## src/rtl/can_irq_pkg.sv

```systemverilog
package can_irq_pkg;
  localparam int NUM_SRC = 7;
  localparam int NUM_ERR = 5;
  localparam int CODE_W  = 7;
  localparam int REG_W   = 8;
  localparam int ADDR_W  = 2;
  localparam logic [CODE_W-1:0] CODE_NONE = 7'h40;

  typedef enum logic [ADDR_W-1:0] {
    A_FLAG = 2'd0,
    A_ENAB = 2'd1,
    A_CODE = 2'd2,
    A_STAT = 2'd3
  } reg_addr_e;
endpackage

```

## src/rtl/can_irq_flagbank.sv

```systemverilog
module can_irq_flagbank #(
  parameter int N  = 7,
  parameter int NE = 5,
  parameter int EI = 1
) (
  input  logic          clk,
  input  logic          rst_n,
  input  logic [N-1:0]  evt_pulse,
  input  logic [NE-1:0] err_lvl,
  input  logic          flag_we,
  input  logic          en_we,
  input  logic [N-1:0]  wdata,
  output logic [N-1:0]  flag_q,
  output logic [N-1:0]  en_q
);
  logic [NE-1:0] err_prev_q;
  logic          err_rise;
  logic [N-1:0]  set_vec;
  logic [N-1:0]  clr_vec;

  assign err_rise = |(err_lvl & ~err_prev_q);

  for (genvar i = 0; i < N; i++) begin : g_set
    if (i == EI) begin : g_err
      assign set_vec[i] = err_rise;
    end else begin : g_evt
      assign set_vec[i] = evt_pulse[i];
    end
  end

  assign clr_vec = flag_we ? ~wdata : '0;

  always_ff @(posedge clk or negedge rst_n) begin
    if (!rst_n) begin
      flag_q     <= '0;
      en_q       <= '0;
      err_prev_q <= '0;
    end else begin
      flag_q     <= (flag_q & ~clr_vec) | set_vec;
      err_prev_q <= err_lvl;
      if (en_we) en_q <= wdata;
    end
  end
endmodule

```

## src/rtl/can_irq_prio.sv

```systemverilog
module can_irq_prio #(
  parameter int N  = 7,
  parameter int CW = 7,
  parameter logic [CW-1:0] NONE = 7'h40
) (
  input  logic [N-1:0]  pend,
  output logic [CW-1:0] code,
  output logic          any
);
  always_comb begin
    code = NONE;
    for (int i = N - 1; i >= 0; i--) begin
      if (pend[i]) code = CW'(i);
    end
  end

  assign any = |pend;
endmodule

```

## src/rtl/can_irq_wordbuf.sv

```systemverilog
module can_irq_wordbuf #(
  parameter int W = 16
) (
  input  logic         clk,
  input  logic         rst_n,
  input  logic         in_valid,
  output logic         in_ready,
  input  logic [W-1:0] in_data,
  output logic         out_valid,
  input  logic         out_ready,
  output logic [W-1:0] out_data,
  output logic         push,
  output logic         pop
);
  logic         full_q;
  logic [W-1:0] word_q;

  assign in_ready  = ~full_q;
  assign out_valid = full_q;
  assign out_data  = word_q;
  assign push      = in_valid & ~full_q;
  assign pop       = full_q & out_ready;

  always_ff @(posedge clk or negedge rst_n) begin
    if (!rst_n) begin
      full_q <= 1'b0;
      word_q <= '0;
    end else begin
      if (push) begin
        full_q <= 1'b1;
        word_q <= in_data;
      end else if (pop) begin
        full_q <= 1'b0;
      end
    end
  end
endmodule

```

## src/rtl/can_irq_aggregator.sv

```systemverilog
module can_irq_aggregator
  import can_irq_pkg::*;
#(
  parameter int DATA_W  = 16,
  parameter int ERR_IDX = 1
) (
  input  logic               clk,
  input  logic               rst_n,
  input  logic [NUM_SRC-1:0] evt_pulse,
  input  logic [NUM_ERR-1:0] err_lvl,
  input  logic [ADDR_W-1:0]  reg_addr,
  input  logic               reg_wr,
  input  logic [REG_W-1:0]   reg_wdata,
  output logic [REG_W-1:0]   reg_rdata,
  output logic               evt_irq,
  output logic [CODE_W-1:0]  irq_code,
  input  logic               eng_rx_valid,
  output logic               eng_rx_ready,
  input  logic [DATA_W-1:0]  eng_rx_data,
  output logic               dma_rx_valid,
  input  logic               dma_rx_ready,
  output logic [DATA_W-1:0]  dma_rx_data,
  output logic               rx_dreq,
  input  logic               dma_tx_valid,
  output logic               dma_tx_ready,
  input  logic [DATA_W-1:0]  dma_tx_data,
  output logic               eng_tx_valid,
  input  logic               eng_tx_ready,
  output logic [DATA_W-1:0]  eng_tx_data,
  input  logic               eng_tx_start,
  output logic               tx_dreq
);
  localparam int PAD_SRC  = REG_W - NUM_SRC;
  localparam int PAD_CODE = REG_W - CODE_W;
  localparam int PAD_ERR  = REG_W - NUM_ERR;

  logic [NUM_SRC-1:0] flag_q;
  logic [NUM_SRC-1:0] en_q;
  logic [NUM_SRC-1:0] pend;
  logic               flag_we;
  logic               en_we;
  logic               rx_push, rx_pop_unused;
  logic               tx_push_unused, tx_pop;
  logic               rx_dreq_q, tx_dreq_q;

  assign flag_we = reg_wr && (reg_addr == A_FLAG);
  assign en_we   = reg_wr && (reg_addr == A_ENAB);

  can_irq_flagbank #(.N(NUM_SRC), .NE(NUM_ERR), .EI(ERR_IDX)) i_flags (
    .clk       (clk),
    .rst_n     (rst_n),
    .evt_pulse (evt_pulse),
    .err_lvl   (err_lvl),
    .flag_we   (flag_we),
    .en_we     (en_we),
    .wdata     (reg_wdata[NUM_SRC-1:0]),
    .flag_q    (flag_q),
    .en_q      (en_q)
  );

  assign pend = flag_q & en_q;

  can_irq_prio #(.N(NUM_SRC), .CW(CODE_W), .NONE(CODE_NONE)) i_prio (
    .pend (pend),
    .code (irq_code),
    .any  (evt_irq)
  );

  always_comb begin
    unique case (reg_addr)
      A_FLAG:  reg_rdata = {{PAD_SRC{1'b0}}, flag_q};
      A_ENAB:  reg_rdata = {{PAD_SRC{1'b0}}, en_q};
      A_CODE:  reg_rdata = {{PAD_CODE{1'b0}}, irq_code};
      default: reg_rdata = {{PAD_ERR{1'b0}}, err_lvl};
    endcase
  end

  can_irq_wordbuf #(.W(DATA_W)) i_rxbuf (
    .clk       (clk),
    .rst_n     (rst_n),
    .in_valid  (eng_rx_valid),
    .in_ready  (eng_rx_ready),
    .in_data   (eng_rx_data),
    .out_valid (dma_rx_valid),
    .out_ready (dma_rx_ready),
    .out_data  (dma_rx_data),
    .push      (rx_push),
    .pop       (rx_pop_unused)
  );

  can_irq_wordbuf #(.W(DATA_W)) i_txbuf (
    .clk       (clk),
    .rst_n     (rst_n),
    .in_valid  (dma_tx_valid),
    .in_ready  (dma_tx_ready),
    .in_data   (dma_tx_data),
    .out_valid (eng_tx_valid),
    .out_ready (eng_tx_ready),
    .out_data  (eng_tx_data),
    .push      (tx_push_unused),
    .pop       (tx_pop)
  );

  always_ff @(posedge clk or negedge rst_n) begin
    if (!rst_n) begin
      rx_dreq_q <= 1'b0;
      tx_dreq_q <= 1'b0;
    end else begin
      rx_dreq_q <= rx_push;
      tx_dreq_q <= tx_pop | (eng_tx_start & ~eng_tx_valid);
    end
  end

  assign rx_dreq = rx_dreq_q;
  assign tx_dreq = tx_dreq_q;
endmodule

```

## config.mk

```make
export PLATFORM = sky130hd
export DESIGN_NAME = can_irq_aggregator
export DESIGN_NICKNAME = d
export VERILOG_FILES = /design/src/rtl/can_irq_pkg.sv /design/src/rtl/can_irq_flagbank.sv /design/src/rtl/can_irq_prio.sv /design/src/rtl/can_irq_wordbuf.sv /design/src/rtl/can_irq_aggregator.sv
export SDC_FILE = /design/constraint.sdc
export NUM_CORES = 1
export LEC_CHECK = 0
export ABC_AREA = 1
export BUFFER_PORTS_ARGS = -buffer_cell sky130_fd_sc_hd__buf_2
export CAP_MARGIN = 30
export CORE_AREA = 4 4 76 78
export DETAILED_ROUTE_END_ITERATION = 8
export DIE_AREA = 0 0 80 82
export PLACE_DENSITY = 0.87
export SYNTH_ARGS = -nofsm -noshare
export SYNTH_HDL_FRONTEND = slang
export SYNTH_SLANG_ARGS = --single-unit
```

## constraint.sdc

```tcl
create_clock -name clk -period 1.6 [get_ports clk]
set_input_delay 0.24 -clock clk [delete_from_list [all_inputs] [get_ports clk]]
set_output_delay 0.24 -clock clk [all_outputs]
set_load 0.03 [all_outputs]
```

* Word-level counts from Yosys, hierarchy flattened
Index checks and enable logic that the tools add are counted.
** Word-level totals
- Latch bits :: 0
- RAM bits :: 0
- Memories :: 0
- Register bits :: 55
- Input port bits :: 62
- Word-level logic and storage cells :: 46
- ROM bits :: 0
** Operators by class
- Divide/modulo/power cells :: 0
- Equality and inequality tests :: 2
- Bitwise logic cells :: 15
- Magnitude comparators :: 0
- Reductions and logical operators :: 7
- Shift operators :: 0
- $mul :: 0
- Muxes and demuxes :: 13
- $add $sub $neg :: 0
** Operator list (count)
- $mux W7 :: 8
- $pmux W7 S3 :: 1
- $and A7 B7 Y7 :: 2
- $not A7 Y7 :: 2
- $or A7 B7 Y7 :: 1
- $reduce_or A7 Y1 :: 1
- $and A1 B1 Y1 :: 5
- $and A5 B5 Y5 :: 1
- $not A5 Y5 :: 1
- $reduce_or A5 Y1 :: 1
- $mux W1 :: 4
- $reduce_bool A2 Y1 :: 2
- $eq A2 B1 Y1 const B :: 1
- $eq A2 B2 Y1 const B :: 1
- $logic_and A1 B1 Y1 :: 2
- $logic_not A2 Y1 :: 1
- $not A1 Y1 :: 2
- $or A1 B1 Y1 :: 1

* Logic depth before layout (Yosys ltp)
Gate-level depths: netlist of the first run.
- Word-level depth :: 9
- Gate-level depth with buffers :: 8
- Mapped depth without buffers :: 8

* Cells and area by module
Synthesis of the first run repeated with hierarchy kept, for this count alone.
** Unflattened totals
- Cell total of the unflattened synthesis :: 313
- Area total of the unflattened synthesis :: 2621.3 um2
** By module, submodules not included
- can_irq_wordbuf :: cells an instance 75, area each 721.9 um2, instances 2, sequential area each 425.4 um2
- can_irq_flagbank :: cells an instance 76, area each 714.4 um2, instances 1, sequential area each 475.5 um2
- can_irq_aggregator :: cells an instance 63, area each 336.6 um2, instances 1, sequential area each 50.0 um2
- can_irq_prio :: cells an instance 24, area each 126.4 um2, instances 1, sequential area each 0.0 um2

* Least setup slack after synthesis of the first run
No wires, ideal clock.
- Kind :: flip-flop to output port
- Start :: register i_flags.en_q[2]
- End :: output reg_rdata[2]
- Required time :: 1.360 ns
- Path buffers :: 0
- Data arrival time :: 1.477 ns
- Path slack :: -0.117 ns
- Stages on the path, launching flop included :: 8
- Path through :: dfrtp_1 > nand2_1 > nand2_1 > nor2_1 > inv_1 > nor2_1 > nand2_1 > nand4_1
** On the way
- Cells in the longest elaborated chain, start to end :: 5
** RTL lines
- start, declared :: line can_irq_flagbank.sv:14 : output logic [N-1:0] en_q
- start signal, assigned :: line can_irq_flagbank.sv:41 : if (en_we) en_q <= wdata;
- $and A7 B7 Y7 :: line can_irq_aggregator.sv:61 : assign pend = flag_q & en_q;
- $mux W7 (3 in a row) :: line can_irq_prio.sv:13 : if (pend[i]) code = CW'(i);
- net irq_code[2] :: line can_irq_aggregator.sv:16 : output logic [CODE_W-1:0] irq_code,
- $pmux W7 S3 :: line can_irq_aggregator.sv:70 : unique case (reg_addr)
- end, declared :: line can_irq_aggregator.sv:14 : output logic [REG_W-1:0] reg_rdata,
The timed path passes the listed nets, and every way through them passes these cells.

* Final worst setup path of the first run
- Start :: register i_flags.en_q[2]
- End :: output reg_rdata[6]
** On the way
- Cells in the longest elaborated chain, start to end :: 5
** RTL lines (line)
- $and A7 B7 Y7 :: can_irq_aggregator.sv:61
- $mux W7 (3 in a row) :: can_irq_prio.sv:13
- $pmux W7 S3 :: can_irq_aggregator.sv:70
No other way between the ends.

==> results of run 1 <==
[critical path, stage by stage (launching register included)]
cell and delay, ns:
dfrtp_1 0.42, nand2_2 0.11, nand2_1 0.07, nor2_2 0.12
inv_2 0.07, nor2_4 0.11, nand2_1 0.09, nand3_2 0.08
buf_6 0.13
[what timing repair did]
action / CTS / global route
gates resized for setup: 16 / 17
pin swaps: 8 / 6
hold buffers: 1 / 0
endpoints found under the hold margin: 55 / 0
setup buffers: 18 / 7
gates cloned: 0 / 0
endpoints found under the setup margin: 7 / 9
[layout by cell type, fill, tap and decap left out, drive strengths merged]
cell type      n
clkbuf         6
inv           24
conb           4
a31oi          1
o21ai          9
a21oi          2
nand4          3
a211oi         1
dfrtp         55
o211ai         1
mux2          23
a22o           1
dlygate4sd3    1
a21boi         1
o22ai          2
nor2           7
nand3          6
buf          135
nand2         93
[layout make-up]
| type | count | area [um2] | area share (%) |
|---|---|---|---|
| clock buffers | 6 | 72.6 | 2.15 |
| inverters | 24 | 92.6 | 2.74 |
| multi-input cells | 154 | 943 | 27.9 |
| flip-flops and latches | 55 | 1380 | 40.7 |
| well taps | 70 | 87.6 | 2.59 |
| repair buffers | 136 | 810 | 23.9 |
[kinds of logic after synthesis]
logic type | count (synthesis) | share of synthesized area (%)
mux | 23 | 13.3
compound gates | 18 | 4.42
flops | 55 | 57.2
other cells | 1 | 0.156
buf+inv | 31 | 6.08
simple gates | 109 | 18.9
[sequential cells by signal, indices dropped and copies added (netlist names)]
register            count
i_rxbuf.out_data       16
i_txbuf.out_data       16
i_flags.en_q            7
i_flags.flag_q          7
i_flags.err_prev_q      5
i_rxbuf.out_valid       1
i_txbuf.out_valid       1
rx_dreq                 1
tx_dreq                 1
[metrics by stage]
stage / TNS (ns) / setup slack, ns
floorplan: 0 / 0.0322
global placement: 0 / 0.217
detailed placement: 0 / 0.189
CTS: -0.137 / -0.0523
global route: -0.950 / -0.182
finish: -0.331 / -0.116
[power breakdown]
group,switching [mW],internal (mW),leakage [nW],total (mW)
combinational,0.970,0.615,1.21,1.59
sequential,0.131,1.62,0.638,1.75
clock,0.399,0.293,0.0371,0.692
[layer usage]
layer  wire length, um  vias to the layer above
li1                  -                     1016
met1              2420                      999
met2              3330                       79
met3               465                        6
met4                49                        2
met5                 7                        -
[cell usage after synthesis (2+ instances only)]
library cell | n | area, um2
nand2_1 | 89 | 334
nand4_1 | 3 | 18.8
nand3_1 | 6 | 30.0
nand2_2 | 2 | 12.5
a21oi_1 | 2 | 10.0
dfrtp_1 | 55 | 1380
o21ai_0 | 9 | 45.0
mux2_2 | 7 | 78.8
nor2_1 | 6 | 22.5
mux2_4 | 16 | 240
o22ai_1 | 2 | 12.5
inv_1 | 18 | 67.6
inv_2 | 5 | 18.8
buf_4 | 5 | 37.5
[path summary, 6_finish.rpt]
kind                                          start  depth (start not counted)  slack, ns                    end
worst max-delay path                i_flags.en_q[2]                          8      -0.12           reg_rdata[6]
worst min-delay path                     err_lvl[4]                          1       0.07  i_flags.err_prev_q[4]
worst max register to register    i_rxbuf.out_valid                          5       0.39    i_rxbuf.out_data[7]
worst min register to register  i_rxbuf.out_data[7]                          2       0.48    i_rxbuf.out_data[7]
max in group asynchronous                     rst_n                          3       0.90    i_txbuf.out_data[4]
min in group asynchronous                     rst_n                          3       0.46   i_rxbuf.out_data[13]
==> flow_summary_export.csv, run 1 <==
group,metric,value,unit
outcome,outcome,"finished, violations left",
outcome,failed_checks,"negative setup slack",
placement,io_buffers,109,
sta,rsz0062_at_grt,"true",
layout,area_delta_synth_final,40.5,%
layout,drive_gt1_share,50.9,%
layout,nFillCells,391,
pwr,p_leak,1.88,nW
sta,hold_violations,0,
die,die_y,82,um
clock_tree,htreeDepth,2,
layout,final_util,66.6,%
synth,ys_ff_latch,55,
grt,track_usage,18.3,%
layout,final_area,3380,um2
synth,netlist_instances,237,
clock_tree,cts_tree,"built",
die,dieArea,6560,um2
routing,wl_per_cell,14.1,um
die,die_w,80,um
pwr,p_total,4.03,mW
grt,grt_overflow,0,
grt,use_met1,21.3,%
routing,drt_first_pass_iters,4,
synth,yosys.cell_types.count,26,
grt,grt_busiest_layer,"met2",
routing,drtAntennaViolNets,0,
die,initial_core_util,47.4,%
grt,grt_max_degree,56,
routing,vias,2102,
clock_tree,numCtsBuffers,5,
clock_tree,clock-sinks,55,
worst_setup_path,cp_max_fo,3,
placement,post_dp_cell_area,3020,um2
grt,grtUsageMet2,32.2,%
clock_tree,clk_latency,0.30,ns
placement,placed_cells,413,
clock_tree,path_clk_slew,0.08,ns
routing,totalWireLength,6.28,mm
routing,drt_iter0_drc,88,
sta,maxSlewViolCount,0,
die,std_cell_rows,26,
synth,syn_area_per_cell,10.2,um2
grt,grt_pass1_vias,2077,
worst_setup_path,crit_path_end_kind,"primary output",
grt,antenna_found_initial,1,
worst_setup_path,start_kind,"flop",
synth,synth_ff_type,"dfrtp_1",
clock_tree,cts_root_buf,"clkbuf_8",
sta,holdWs,0.0726,ns
pwr,peakVddDrop,0.729,mV
synth,synthesis.area,2410,um2
grt,met3_usage,6.25,%
layout,layout.nets,438,
sta,fin_ws,-0.116,ns
die,coreArea,5070,um2
sta,fin_skew,0.0123,ns
worst_setup_path,cp.required,1.36,ns
synth,synth_seq_area_share,57.2,%
sta,clock.fmax,583,MHz
placement,gp_congestion,0.812,
worst_setup_path,critical_path_class,"flop to primary output",
pwr,p_per_area,1190,nW/um2
sta,min_period,1.72,ns
layout,diodes,0,
die,io_pins,116,
sta,final-setup-viol-count,7,
placement,hpwl,4.27,mm
routing,drcViolationCount,0,
worst_setup_path,crit_arrival,1.48,ns
synth,synthArstFlopShare,100,%
layout,layout.cells.non_filler,445,
synth,synth-edff-count,0,
synth,yosys_warnings,0,
grt,grt_first_pass_wirelength,9.31,mm
routing,drt-vias-per-instance,4.72,
run,drv_cap,0,
hold_path,min_path_type,"input port to flop",
sta,period_share,107,%
clock_tree,cts_buffer_depth,2,
No activity file was read; power rests on OpenSTA's default activity.
==> run 2, diff against run 1 <==
- RECOVER_POWER: unset -> 50
==> run 2 against run 1 <==
Against the previous run: the run still ends with negative setup slack left; global-route usage unchanged; die area unchanged; wire length shrank 0.21%; combinational power hardly changed; cell count unchanged; highest routed layer unchanged; setup slack got worse by 0.0022 ns; critical path type unchanged; critical endpoint unchanged; power fell by 0.34%; first-iteration DRC count is 11% higher.
==> flow_summary_export.csv, run 2 (synthesized netlist as in run 1, its figures left out) <==
group,metric,value,unit
clock_tree,htreeDepth,2,
routing,vias,2109,
routing,drt-vias-per-instance,4.74,
clock_tree,clk_latency,0.30,ns
die,coreArea,5070,um2
clock_tree,path_clk_slew,0.08,ns
clock_tree,cts_buffer_depth,2,
worst_setup_path,critical_path_class,"flop to primary output",
routing,drt_first_pass_iters,4,
sta,fin_ws,-0.119,ns
sta,min_period,1.72,ns
grt,grt_max_degree,56,
placement,io_buffers,109,
worst_setup_path,crit_path_end_kind,"primary output",
worst_setup_path,cp.required,1.36,ns
pwr,p_per_area,1200,nW/um2
die,io_pins,116,
layout,final_cell_mix,"96 x buf_2, 81 x nand2_1, 55 x dfrtp_1",
grt,grt_overflow,0,
clock_tree,cts_root_buf,"clkbuf_8",
routing,drtAntennaViolNets,0,
layout,layout_commonest_cell,"buf_2",
layout,nFillCells,395,
layout,regArea,1380,um2
placement,placed_cells,413,
sta,rsz0062_at_grt,"true",
routing,wl_per_cell,14.1,um
die,die_w,80,um
grt,grt_pass1_vias,2077,
outcome,failed_checks,"negative setup slack",
routing,drcViolationCount,0,
outcome,outcome,"finished, violations left",
hold_path,min_path_type,"input port to flop",
sta,maxSlewViolCount,0,
sta,clock.fmax,582,MHz
worst_setup_path,reg2reg_slack,0.38,ns
pwr,p_leak,1.86,nW
placement,gp_congestion,0.812,
layout,multi_input_area,943,um2
die,dieArea,6560,um2
die,initial_core_util,47.4,%
grt,track_usage,18.3,%
sta,slew_headroom,52.4,%
die,die_y,82,um
worst_setup_path,crit_arrival,1.48,ns
sta,worst-slew-pin-transition,0.715,ns
run,drv_cap,0,
sta,fin_skew,0.0117,ns
clock_tree,numCtsBuffers,5,
grt,antenna_found_initial,1,
worst_setup_path,start_kind,"flop",
clock_tree,clock-sinks,55,
layout,final_util,66.2,%
clock_tree,cts_tree,"built",
layout,layout.nets,438,
worst_setup_path,cp_max_fo,3,
pwr,peakVddDrop,0.729,mV
layout,drive_gt1_share,49.1,%
layout,diodes,0,
sta,hold_violations,0,
layout,area_delta_synth_final,39.6,%
grt,grt_first_pass_wirelength,9.31,mm
routing,drt_iter0_drc,98,
sta,final-setup-viol-count,7,
routing,totalWireLength,6.26,mm
layout,layout.cells.non_filler,445,
placement,hpwl,4.27,mm
sta,period_share,107,%
die,std_cell_rows,26,
-- run 2: changes by cell type in the layout (fill, tap and decap cells not counted) --
cell / previous run / this run
buf_12: 1 / 0
buf_2: 101 / 96
buf_4: 26 / 23
clkbuf_1: 1 / 7
clkbuf_4: 0 / 3
inv_1: 16 / 17
inv_2: 7 / 6
-- run 2: path summary, 6_finish.rpt --
check / start / to / cells after the start
min: err_lvl[4] / i_flags.err_prev_q[4] / 1
min reg2reg: i_rxbuf.out_data[7] / i_rxbuf.out_data[7] / 2
max: i_flags.en_q[2] / reg_rdata[6] / 8
min in group asynchronous: rst_n / i_rxbuf.out_data[13] / 3
max reg2reg: i_txbuf.out_valid / i_txbuf.out_data[0] / 3
max in group asynchronous: rst_n / i_txbuf.out_data[4] / 3
-- run 2: cell type report --
cell class,count,share of cell area (%)
Sequential cell,55,41.0
Multi-Input combinational cell,154,28.1
Inverter,24,2.76
Clock buffer,6,2.16
Timing Repair Buffer,136,23.4
Tap cell,70,2.61
-- run 2: layer usage --
| metal | global-route usage, % | share of wire (%) |
|---|---|---|
| met4 | 4.90 | 0.78 |
| met3 | 6.25 | 8.1 |
| met2 | 32.2 | 53 |
| met5 | 0 | 0.11 |
| met1 | 21.3 | 38 |
-- run 2: where the power goes --
group,internal (mW),switching (mW)
combinational,0.605,0.970
sequential,1.62,0.130
clock,0.293,0.398
-- run 2: repair_timing --
| action | 4_1_cts | 5_1_grt |
|---|---|---|
| setup endpoints to repair | 7 | 9 |
| setup buffers | 18 | 7 |
| pin swaps | 8 | 6 |
| gates resized for setup | 16 | 17 |
| endpoints found under the hold margin | 55 | 0 |
| hold buffers | 1 | 0 |
-- run 2: through the flow --
stage                     total power, mW  setup WS, ns  instance area, um2  hold slack [ns]  TNS (ns)
after floorplan                      2.71        0.0322                2420          -0.0556         0
after global placement               3.10         0.217                3020            0.257         0
after detailed placement             3.15         0.189                3020            0.261         0
after CTS                            3.95       -0.0523                3280           0.0618    -0.137
after global routing                 4.22        -0.182                3360           0.0623    -0.950
final                                4.02        -0.119                3360           0.0778    -0.348
-- run 2: worst max-delay path, stage by stage (launching register included) --
cell     delay, ns
dfrtp_1       0.42
nand2_2       0.11
nand2_1       0.07
nor2_2        0.12
inv_2         0.07
nor2_4        0.11
nand2_1       0.09
nand3_2       0.08
buf_6         0.13
==> run 3, diff against run 2 <==
- CORE_AREA: 4 4 76 78 -> 4 4 75 77
- CTS_BUF_LIST: unset -> sky130_fd_sc_hd__clkbuf_2 sky130_fd_sc_hd__clkbuf_4 sky130_fd_sc_hd__clkbuf_8
- DIE_AREA: 0 0 80 82 -> 0 0 79 81
- PLACE_DENSITY: 0.87 -> 0.89
==> run 3 against run 2 <==
Against the previous run: the flow still finishes with violations (negative setup slack); count of clock-buffer cells in the layout down 1; setup slack better by 0.0013 ns; combinational power down 3%; register-to-register slack worse by 0.34 ns; die area down 2.5%; critical path type unchanged; largest power group unchanged.
==> flow_summary_export.csv, run 3 (synthesized netlist as in run 1, its figures left out) <==
group,metric,value,unit
die,die_w,79,um
grt,grt_first_pass_wirelength,9.20,mm
clock_tree,clk_latency,0.30,ns
outcome,failed_checks,"negative setup slack",
routing,drt_iter0_drc,76,
outcome,outcome,"finished, violations left",
clock_tree,clock-sinks,55,
clock_tree,cts_tree,"built",
sta,final-setup-viol-count,8,
placement,gp_congestion,0.791,
worst_setup_path,path_buf_inv,3,
routing,drt_first_pass_iters,4,
sta,slew_headroom,47.7,%
die,io_pins,116,
worst_setup_path,cp_max_fo,2,
pwr,peakVddDrop,0.750,mV
grt,antenna_found_initial,0,
worst_setup_path,crit_top_cell,"buf_6",
worst_setup_path,worst_path_dominant_cell_family,"flip-flops",
grt,track_usage,18.3,%
die,std_cell_rows,26,
layout,final_cell_mix,"96 x buf_2, 83 x nand2_1, 55 x dfrtp_1",
layout,layout_commonest_cell,"buf_2",
worst_setup_path,slowest_stage,"dfrtp_1",
sta,hold_violations,0,
clock_tree,htreeDepth,2,
sta,rsz0062_at_grt,"true",
worst_setup_path,start_kind,"flop",
layout,layout.cells.non_filler,443,
run,drv_cap,0,
die,initial_core_util,48.1,%
worst_setup_path,cp.required,1.36,ns
clock_tree,path_clk_slew,0.09,ns
layout,drive_gt1_share,47.8,%
worst_setup_path,cpPeakStageDelay,0.42,ns
sta,period_share,107,%
grt,grt_overflow,0,
worst_setup_path,critical_path_class,"flop to primary output",
worst_setup_path,cp_cell_sequence,"buf_6 > buf_4 > nor2_2 > nor2_1 > a21oi_1 > a21oi_2 > buf_6",
sta,fin_skew,0.00883,ns
layout,nFillCells,419,
grt,grt_max_degree,56,
routing,drcViolationCount,0,
placement,hpwl,4.16,mm
routing,wl_per_cell,13.2,um
placement,pre_cts_ws,0.149,ns
hold_path,min_path_type,"input port to flop",
die,die_y,81,um
worst_setup_path,reg2reg_slack,0.04,ns
clock_tree,cts_buffer_depth,2,
clock_tree,cts_root_buf,"clkbuf_8",
sta,maxSlewViolCount,0,
pwr,p_leak,1.84,nW
clock_tree,numCtsBuffers,5,
sta,min_period,1.72,ns
sta,clock.fmax,582,MHz
die,coreArea,5010,um2
routing,vias,2062,
routing,totalWireLength,5.84,mm
sta,tns,-0.502,ns
worst_setup_path,crit_arrival,1.48,ns
die,dieArea,6400,um2
placement,io_buffers,109,
routing,drtAntennaViolNets,0,
sta,holdWs,0.0678,ns
sta,fin_ws,-0.117,ns
layout,layout.nets,433,
grt,grt_pass1_vias,2044,
layout,area_delta_synth_final,38.4,%
worst_setup_path,crit_path_end_kind,"primary output",
pwr,p_per_area,1190,nW/um2
sta,worst-slew-pin-transition,0.782,ns
placement,placed_cells,414,
routing,drt-vias-per-instance,4.65,
-- run 3: path summary, 6_finish.rpt --
path	start	end	depth (start not counted)
max in group asynchronous	rst_n	i_rxbuf.out_data[12]	3
worst min register to register	i_rxbuf.out_data[13]	i_rxbuf.out_data[13]	2
worst max-delay path	i_flags.en_q[0]	reg_rdata[0]	7
worst max register to register	i_txbuf.out_valid	i_txbuf.out_data[0]	3
worst min-delay path	err_lvl[4]	i_flags.err_prev_q[4]	1
min in group asynchronous	rst_n	rx_dreq	3
-- run 3: repair_timing --
item | 4_1_cts | 5_1_grt
hold buffers | 1 | 0
setup endpoints to repair | 8 | 9
pin swaps | 0 | 7
setup buffers | 14 | 5
resized for setup | 13 | 21
hold endpoints to repair | 55 | 0
-- run 3: per-layer routing --
| metal | part of all wire, % | wire length [um] | vias up | global-route usage (%) |
|---|---|---|---|---|
| met3 | 7.4 | 434 | 10 | 5.43 |
| met2 | 52 | 3050 | 77 | 32.0 |
| met5 | 0 | 0 | - | 0 |
| met1 | 38 | 2250 | 960 | 21.8 |
| met4 | 1.8 | 103 | 0 | 5.67 |
| li1 | - | - | 1015 | - |
-- run 3: final cells by class --
type | count | area, um2 | area share (%)
clock buffer | 5 | 68.8 | 2.07
multi-input combinational | 154 | 943 | 28.3
antenna | 1 | 2.50 | 0.0751
clock inverter | 3 | 15.0 | 0.451
timing repair buffer | 131 | 746 | 22.4
tap | 70 | 87.6 | 2.63
sequential | 55 | 1380 | 41.3
inverter | 24 | 92.6 | 2.78
-- run 3: report_power, final --
group,internal [mW],switching [mW]
combinational,0.577,0.943
sequential,1.62,0.129
clock,0.300,0.409
-- run 3: metrics by stage --
step	util (%)	area (um2)	power (mW)
6_report	66.5	3330	3.98
5_1_grt	66.5	3330	4.20
4_1_cts	65.1	3260	3.96
3_5_place_dp	60.4	3030	3.14
3_3_place_gp	60.4	3030	3.10
2_1_floorplan	-	2420	2.71
-- run 3: worst reg2reg max path, delay by kind of cell, from the launching register on --
kind	cells	cell delay [ns]
simple gates	1	0.58
mux	1	0.42
flops	1	0.38
buf+inv	1	0.08
